File: src/rtl/hmp_pkg.sv
package hmp_pkg;

  typedef enum logic [2:0] {
    S_IDLE,
    S_WACT,
    S_WCOMMIT,
    S_RFETCH,
    S_RCAP,
    S_RHOLD
  } hmp_state_t;

  // Next word address, wrapping inside a field of w bits.
  function automatic logic [31:0] wrap_inc(logic [31:0] v, int unsigned w);
    logic [31:0] mask;
    mask = (32'd1 << w) - 32'd1;
    return (v + 32'd1) & mask;
  endfunction

  // A single flag placed at bit position pos.
  function automatic logic [31:0] bit_at(logic b, int unsigned pos);
    return {31'd0, b} << pos;
  endfunction

endpackage

File: src/rtl/hmp_strobe.sv
module hmp_strobe (
  input  logic clk,
  input  logic rst_n,
  input  logic cond,
  output logic start,
  output logic stop
);
  logic prev_q;

  always_ff @(posedge clk or negedge rst_n) begin
    if (!rst_n) prev_q <= 1'b0;
    else        prev_q <= cond;
  end

  assign start = cond && !prev_q;
  assign stop  = !cond && prev_q;
endmodule

File: src/rtl/hmp_addr.sv
module hmp_addr #(
  parameter int AW = 14
) (
  input  logic          clk,
  input  logic          rst_n,
  input  logic          lat_cond,
  input  logic          lat_start,
  input  logic          lat_stop,
  input  logic [AW-1:0] lat_addr,
  input  logic          lat_space,
  input  logic          step,
  input  logic          half_set,
  input  logic          half_clr,
  output logic [AW-1:0] addr_q,
  output logic          pgm_q,
  output logic          half_q
);
  logic [AW-1:0] cap_addr_q;
  logic          cap_space_q;

  always_ff @(posedge clk or negedge rst_n) begin
    if (!rst_n) begin
      cap_addr_q  <= '0;
      cap_space_q <= 1'b0;
    end else if (lat_cond) begin
      cap_addr_q  <= lat_addr;
      cap_space_q <= lat_space;
    end
  end

  always_ff @(posedge clk or negedge rst_n) begin
    if (!rst_n) begin
      addr_q <= '0;
      pgm_q  <= 1'b0;
    end else if (lat_stop) begin
      addr_q <= cap_addr_q;
      pgm_q  <= cap_space_q;
    end else if (step) begin
      addr_q <= AW'(hmp_pkg::wrap_inc(32'(addr_q), AW));
    end
  end

  always_ff @(posedge clk or negedge rst_n) begin
    if (!rst_n)         half_q <= 1'b0;
    else if (lat_start) half_q <= 1'b0;
    else if (half_clr)  half_q <= 1'b0;
    else if (half_set)  half_q <= 1'b1;
  end
endmodule

File: src/rtl/hmp_ctrl.sv
module hmp_ctrl #(
  parameter int DW = 16,
  parameter int PW = 24
) (
  input  logic          clk,
  input  logic          rst_n,
  input  logic          rd_cond,
  input  logic          wr_cond,
  input  logic          rd_start,
  input  logic          rd_stop,
  input  logic          wr_start,
  input  logic          wr_stop,
  input  logic          pgm,
  input  logic          half,
  input  logic          is_ovl,
  input  logic [DW-1:0] ovl_word,
  input  logic [DW-1:0] din,
  input  logic [PW-1:0] mem_rdata,
  output logic          busy,
  output logic          mem_req,
  output logic          mem_we,
  output logic [PW-1:0] mem_wdata,
  output logic          step,
  output logic          half_set,
  output logic          half_clr,
  output logic          ovl_wr,
  output logic          ovl_bitval,
  output logic          cap_valid,
  output logic [DW-1:0] cap_val,
  output logic          rd_done
);
  import hmp_pkg::*;

  localparam int LOW_W   = PW - DW;
  localparam int OVL_POS = 14;

  hmp_state_t    st_q, st_d;
  logic [DW-1:0] wbuf_q;
  logic [DW-1:0] pm_hi_q;
  logic [LOW_W-1:0] pm_lo_q;

  assign busy       = (st_q == S_WACT) || (st_q == S_WCOMMIT) ||
                      (st_q == S_RFETCH) || (st_q == S_RCAP);
  assign ovl_bitval = wbuf_q[OVL_POS];

  always_comb begin
    st_d      = st_q;
    mem_req   = 1'b0;
    mem_we    = 1'b0;
    mem_wdata = '0;
    step      = 1'b0;
    half_set  = 1'b0;
    half_clr  = 1'b0;
    ovl_wr    = 1'b0;
    cap_valid = 1'b0;
    cap_val   = '0;
    rd_done   = 1'b0;
    case (st_q)
      S_IDLE: begin
        if (wr_start)      st_d = S_WACT;
        else if (rd_start) st_d = S_RFETCH;
      end
      S_WACT: begin
        if (wr_stop) st_d = S_WCOMMIT;
      end
      S_WCOMMIT: begin
        st_d = S_IDLE;
        if (!pgm) begin
          step = 1'b1;
          if (is_ovl) ovl_wr = 1'b1;
          else begin
            mem_req   = 1'b1;
            mem_we    = 1'b1;
            mem_wdata = PW'(wbuf_q);
          end
        end else if (!half) begin
          half_set = 1'b1;
        end else begin
          mem_req   = 1'b1;
          mem_we    = 1'b1;
          mem_wdata = {pm_hi_q, wbuf_q[LOW_W-1:0]};
          step      = 1'b1;
          half_clr  = 1'b1;
        end
      end
      S_RFETCH: begin
        st_d = S_RCAP;
        if (!(pgm && half) && !is_ovl) mem_req = 1'b1;
      end
      S_RCAP: begin
        cap_valid = 1'b1;
        st_d      = rd_cond ? S_RHOLD : S_IDLE;
        if (!pgm) begin
          step    = 1'b1;
          cap_val = is_ovl ? ovl_word : mem_rdata[DW-1:0];
        end else if (!half) begin
          cap_val  = mem_rdata[PW-1:LOW_W];
          half_set = 1'b1;
        end else begin
          cap_val  = DW'(pm_lo_q);
          step     = 1'b1;
          half_clr = 1'b1;
        end
      end
      S_RHOLD: begin
        if (rd_stop) begin
          st_d    = S_IDLE;
          rd_done = 1'b1;
        end
      end
      default: st_d = S_IDLE;
    endcase
  end

  always_ff @(posedge clk or negedge rst_n) begin
    if (!rst_n) begin
      st_q    <= S_IDLE;
      wbuf_q  <= '0;
      pm_hi_q <= '0;
      pm_lo_q <= '0;
    end else begin
      st_q <= st_d;
      if ((st_q == S_IDLE && wr_start) || (st_q == S_WACT && wr_cond))
        wbuf_q <= din;
      if (st_q == S_WCOMMIT && pgm && !half)
        pm_hi_q <= wbuf_q;
      if (st_q == S_RCAP && pgm && !half)
        pm_lo_q <= mem_rdata[LOW_W-1:0];
    end
  end
endmodule

File: src/rtl/hmp_rdpath.sv
module hmp_rdpath #(
  parameter int DW = 16
) (
  input  logic          clk,
  input  logic          rst_n,
  input  logic          cap_valid,
  input  logic [DW-1:0] cap_val,
  input  logic          defer,
  input  logic          rd_done,
  output logic [DW-1:0] rhold_q
);
  logic [DW-1:0] pend_q;
  logic          pend_v_q;

  always_ff @(posedge clk or negedge rst_n) begin
    if (!rst_n) begin
      rhold_q  <= '0;
      pend_q   <= '0;
      pend_v_q <= 1'b0;
    end else if (cap_valid) begin
      if (defer) begin
        pend_q   <= cap_val;
        pend_v_q <= 1'b1;
      end else begin
        rhold_q  <= cap_val;
      end
    end else if (rd_done && pend_v_q) begin
      rhold_q  <= pend_q;
      pend_v_q <= 1'b0;
    end
  end
endmodule

File: src/rtl/host_mem_port.sv
module host_mem_port #(
  parameter int          AW        = 14,
  parameter int          DW        = 16,
  parameter int          PW        = 24,
  parameter int          SPACE_BIT = 14,
  parameter int          SRO_BIT   = 14,
  parameter logic [13:0] OVL_ADDR  = 14'h3FE7
) (
  input  logic          clk,
  input  logic          rst_n,
  input  logic          host_sel_n,
  input  logic          host_latch,
  input  logic          host_rd_n,
  input  logic          host_wr_n,
  input  logic [DW-1:0] host_din,
  output logic [DW-1:0] host_dout,
  output logic          host_doe,
  output logic          host_ack,
  input  logic          core_cfg_we,
  input  logic          core_cfg_sro,
  output logic          mem_req,
  output logic          mem_we,
  output logic          mem_pgm,
  output logic [AW-1:0] mem_addr,
  output logic [PW-1:0] mem_wdata,
  input  logic [PW-1:0] mem_rdata
);
  localparam int NSTB = 3;  // 0 read, 1 write, 2 address latch

  logic [NSTB-1:0] cond, ev_start, ev_stop;
  logic [AW-1:0]   addr_q;
  logic            pgm_q, half_q, is_ovl, sro_q;
  logic            step, half_set, half_clr, ovl_wr, ovl_bitval;
  logic            cap_valid, rd_done;
  logic [DW-1:0]   cap_val, rhold_q, ovl_word;
  logic            ev_mem_rd, ev_mem_wr;

  assign cond[0] = !host_sel_n && !host_rd_n;
  assign cond[1] = !host_sel_n && !host_wr_n;
  assign cond[2] = !host_sel_n && host_latch;

  genvar g;
  generate
    for (g = 0; g < NSTB; g++) begin : g_stb
      hmp_strobe u_stb (
        .clk   (clk),
        .rst_n (rst_n),
        .cond  (cond[g]),
        .start (ev_start[g]),
        .stop  (ev_stop[g])
      );
    end
  endgenerate

  hmp_addr #(.AW(AW)) u_addr (
    .clk       (clk),
    .rst_n     (rst_n),
    .lat_cond  (cond[2]),
    .lat_start (ev_start[2]),
    .lat_stop  (ev_stop[2]),
    .lat_addr  (host_din[AW-1:0]),
    .lat_space (host_din[SPACE_BIT]),
    .step      (step),
    .half_set  (half_set),
    .half_clr  (half_clr),
    .addr_q    (addr_q),
    .pgm_q     (pgm_q),
    .half_q    (half_q)
  );

  assign is_ovl   = !pgm_q && (addr_q == AW'(OVL_ADDR));
  assign ovl_word = DW'(hmp_pkg::bit_at(sro_q, SRO_BIT));

  hmp_ctrl #(.DW(DW), .PW(PW)) u_ctrl (
    .clk        (clk),
    .rst_n      (rst_n),
    .rd_cond    (cond[0]),
    .wr_cond    (cond[1]),
    .rd_start   (ev_start[0]),
    .rd_stop    (ev_stop[0]),
    .wr_start   (ev_start[1]),
    .wr_stop    (ev_stop[1]),
    .pgm        (pgm_q),
    .half       (half_q),
    .is_ovl     (is_ovl),
    .ovl_word   (ovl_word),
    .din        (host_din),
    .mem_rdata  (mem_rdata),
    .busy       (host_ack),
    .mem_req    (mem_req),
    .mem_we     (mem_we),
    .mem_wdata  (mem_wdata),
    .step       (step),
    .half_set   (half_set),
    .half_clr   (half_clr),
    .ovl_wr     (ovl_wr),
    .ovl_bitval (ovl_bitval),
    .cap_valid  (cap_valid),
    .cap_val    (cap_val),
    .rd_done    (rd_done)
  );

  hmp_rdpath #(.DW(DW)) u_rdpath (
    .clk       (clk),
    .rst_n     (rst_n),
    .cap_valid (cap_valid),
    .cap_val   (cap_val),
    .defer     (sro_q && cond[0]),
    .rd_done   (rd_done),
    .rhold_q   (rhold_q)
  );

  // Hold-mode bit: a host write in the same clock overrides the core.
  always_ff @(posedge clk or negedge rst_n) begin
    if (!rst_n)           sro_q <= 1'b0;
    else if (ovl_wr)      sro_q <= ovl_bitval;
    else if (core_cfg_we) sro_q <= core_cfg_sro;
  end

  assign mem_pgm   = pgm_q;
  assign mem_addr  = addr_q;
  assign host_dout = rhold_q;
  assign host_doe  = cond[0];
  assign ev_mem_rd = mem_req && !mem_we;
  assign ev_mem_wr = mem_req && mem_we;
endmodule

File: config.mk
export PLATFORM = sky130hd
export DESIGN_NAME = host_mem_port
export DESIGN_NICKNAME = d
export VERILOG_FILES = /design/src/rtl/hmp_pkg.sv /design/src/rtl/hmp_strobe.sv /design/src/rtl/hmp_addr.sv /design/src/rtl/hmp_ctrl.sv /design/src/rtl/hmp_rdpath.sv /design/src/rtl/host_mem_port.sv
export SDC_FILE = /design/constraint.sdc
export NUM_CORES = 1
export LEC_CHECK = 0
export ABC_CLOCK_PERIOD_IN_PS = 2280
export CAP_MARGIN = 20
export CORE_ASPECT_RATIO = 0.8
export CORE_UTILIZATION = 50
export DETAILED_ROUTE_END_ITERATION = 6
export DONT_BUFFER_PORTS = 1
export GPL_ROUTABILITY_DRIVEN = 1
export PLACE_DENSITY = 0.76
export SLEW_MARGIN = 20
export SYNTH_ARGS = -nofsm -noshare
export SYNTH_HDL_FRONTEND = slang
export SYNTH_SLANG_ARGS = --single-unit
export TNS_END_PERCENT = 10
File: constraint.sdc
create_clock -name clk -period 2.28 [get_ports clk]
set_input_delay 0.114 -clock clk [delete_from_list [all_inputs] [get_ports clk]]
set_output_delay 0.114 -clock clk [all_outputs]
set_load 0.01 [all_outputs]
==> metrics.md <==
| Metric | Value |
|---|---|
| # port buffers | 0 |
| Distinct cells, synth | 50 |
| Sequential share of power | 0.477 |
| Hpwl dp | between 8 and 9 mm |
| DR pass1 iterations | 5 |
| P_sw | around 2.7 mW |
| Cells along the critical path | ha_2, nand2_2, nor4_1, and4_4, nor3_4, and2_4 |
| Sw frac | 0.3713 |
| Status | finished with violations |
| Starting Density | 0.5147 |
| Max_slew headroom | 0.6105 |
| Die area | 10960 µm² |
| Routed WL | 12.86 mm |
| Non-Filler Instances | 669 |
| Top post-synthesis cells by count | dfrtp_1 (111), nor2_1 (58), mux2_2 (46), nand2_1 (31), a21oi_1 (25) |
| Leakage | between 2 and 3 nW |
| Synthesized cell area | 5270 µm² |
| Synth warnings | 0 |
| Layout Nets | 572 |
| Clk_skew | 0.01269 ns |
| Clock network fraction of total power | 0.207 |
| Layout cells sized above 1 | 0.1970 |
| Hold Fails Final Rpt | roughly 110 |
| Cells after synthesis | 479 |
| Max Fclk | 460.3 MHz |
| Setup Viol. Count Final | 0 |
| Row count | 33 |
| Hold Path Class | primary input to async pin |
| Antenna violations before repair | 1 |
| Largest cells by area after synthesis | dfrtp_1 (53%), mux2_2 (9.8%), nor2_1 (4.1%) |
| Total grt overflow | 0 |
| Via Count | between 3k and 4k |
| Gate power share | 0.316 |
| Root buf cell | clkbuf_16 |
| Synthesized net count | roughly 530 |
| Clock Tree Buf Depth | 2 |
| 1st-iter DRT viols | 271 |
| CTS tree | built |
| Sequential-to-total area share from yosys stat | 0.5271 |
| Hold Slack | -0.5519 ns |
| Largest stage delay on the critical path | 0.46 ns |
| Req. time, crit path | 2.17 ns |
| IO Count | 107 |
| Largest net degree at the start of global routing | 112 |
| Vias per inst | approximately 6 |
| Main synth FF type | dfrtp_1 |
| Post-synth EDFFs | 0 |
| Synth top area share | 0.5271 |
| RSZ-0062 raised after global routing | false |
| Final-report max-slew violation count | 0 |
| DP Cell Count | 610 |
| Overall power consumption | 7.369 mW |
| Min Tclk post-route | 2.173 ns |
| Peak VDD IR | 0.5587 mV |
| Yosys reg bits | roughly 110 |
| Routed len/inst | just under 20 µm |
| P&R area growth vs syn | 17.52% |
| Critical Path End Type | output port |
| Nature of the critical path startpoint | flip-flop |
| Vias in the first global route | 3934 |
| Cts hold-fix bufs | 41 |
| Slowest CP cell | dfrtp_2 |
| Clock Latency Late Sink | 0.35 ns |
| Synth area leader | dfrtp_1 |
| Fraction of the cycle the final worst path needs | 0.9529 |
| Sink Count | 111 |
| GRT Util Overall | 0.2504 |
| First-pass GRT wire length | 20.48 mm |
| WP data arrival | 2.06 ns |
| Worst-path fanout max | 6 |
| Core area | 10240 µm² |
| Worst slew pin tran | 0.5816 ns |
| Number of H-tree levels | 3 |
| # DRC | 0 |
| Failing checks | negative hold slack |
| TritonCTS buffer count | 9 |
| Top Family by Delay on Critical Path | simple AND/OR/NAND/NOR gates |
| Mapped Avg Cell Area | around 11 µm² |
| Most common cell in the synthesized netlist | dfrtp_1 |
| Die Width | 116.8 µm |
| CP bufs+invs | 0 |
| PwrDens | 1190 nW/µm² |
| Ys async rst share | 1.000 |
| Internal | 4.633 mW |
| Clock Pin Slew Worst Setup and Hold Paths | 0.08 ns |
| Die Height | 93.83 µm |
| Post-CTS setup buffer count | 0 |
| Crit Path Class | flip-flop to output port |
| ANT nets after route | 0 |
| Max_cap viols | 0 |
| RD Place Congestion | 0.8373 |
[flip-flops by register name, indices dropped and copies added (netlist names)]
| register | flops |
|---|---|
| u_ctrl.wbuf_q | 16 |
| sro_q | 1 |
| u_ctrl.st_q | 3 |
| u_addr.cap_addr_q | 14 |
| u_ctrl.pm_lo_q | 8 |
| u_ctrl.pm_hi_q | 16 |
| u_addr.addr_q | 14 |
| u_addr.cap_space_q | 1 |
| g_stb.u_stb.prev_q | 3 |
| u_rdpath.pend_q | 16 |
| u_rdpath.rhold_q | 16 |
| u_addr.pgm_q | 1 |
| u_rdpath.pend_v_q | 1 |
| u_addr.half_q | 1 |
[layout make-up]
type	instances	area (µm²)
timing repair buffer	60	553.0
clock buffer	9	225.2
inverter	3	11.26
sequential	111	2779
multi-input combinational	338	2381
tap	140	175.2
fill	824	4046
antenna	1	2.502
clock inverter	7	66.31
[layout by cell type, fill, tap and decap left out, drive strengths merged, types with 9 or more instances in the layout]
cell / count
a31oi: 23
dfrtp: 111
dlygate4sd3: 41
clkbuf: 9
a21oi: 25
nor2: 59
mux2: 59
a21o: 9
xor2: 12
buf: 19
and2: 20
mux2i: 9
nand2: 31
o21ai: 12
[cells by family (layout without fill, tap and decap cells)]
group | Yosys count | after routing | synth area share
adders and majority gates | 1 | 1 | 0.002374
other | 0 | 1 | 0
AOI/OAI and AO/OA | 93 | 93 | 0.1116
and+or+nand+nor | 158 | 159 | 0.1572
buffers and inverters | 31 | 79 | 0.02897
muxes | 68 | 68 | 0.1432
xor gates and xnor gates | 17 | 17 | 0.02968
DFF | 111 | 111 | 0.5271
[power groups by stage]
| stage | clock [mW] | combinational [mW] | sequential [mW] |
|---|---|---|---|
| finish | 1.52 | 2.33 | 3.52 |
| global route | 1.64 | 2.57 | 3.60 |
| CTS | 1.56 | 2.28 | 3.48 |
| detailed placement | 0 | 2.19 | 3.51 |
| global placement | 0 | 2.07 | 3.46 |
| floorplan | 0 | 1.76 | 3.29 |
[what timing repair did]
action | in CTS | in global routing
pin swaps | 0 | 2
endpoints found under the hold margin | 166 | 111
setup endpoints to repair | 8 | 23
gates resized for setup | 2 | 11
gates cloned | 0 | 1
[final timing paths]
kind | startpoint | to | slack [ns] | cells after the start
min reg2reg | u_rdpath.pend_q[7] | u_rdpath.pend_q[7] | 0.48 | 2
max reg2reg | u_ctrl.st_q[2] | u_ctrl.pm_hi_q[15] | 0.15 | 6
min in group clk | mem_rdata[7] | u_rdpath.pend_q[7] | 0.02 | 2
min | rst_n | u_rdpath.rhold_q[7] | -0.55 | 0
max in group asynchronous | rst_n | u_addr.addr_q[6] | 2.65 | 0
max | u_addr.addr_q[1] | mem_wdata[5] | 0.11 | 6
[through the flow]
step	cell area [µm²]	hold WS (ns)	worst slack [ns]	setup TNS, ns	utilization
after global routing	6193	-0.5682	0.01187	0	0.6048
final	6193	-0.5519	0.1074	0	0.6048
after detailed placement	5446	-0.1800	0.1958	0	0.5319
after CTS	6157	-0.5607	-0.0006031	-0.0006031	0.6013
after global placement	5446	-0.1794	0.2673	0	0.5319
after floorplan	5270	-0.1816	0.5245	0	-
[routing by layer]
metal,routed length (µm),share of wire,global-route usage
met4,238,0.019,0.08439
met3,978,0.076,0.06581
met1,5397,0.42,0.3387
met5,0,0,0
met2,6242,0.49,0.3910
No activity file was read; power rests on OpenSTA's default activity.
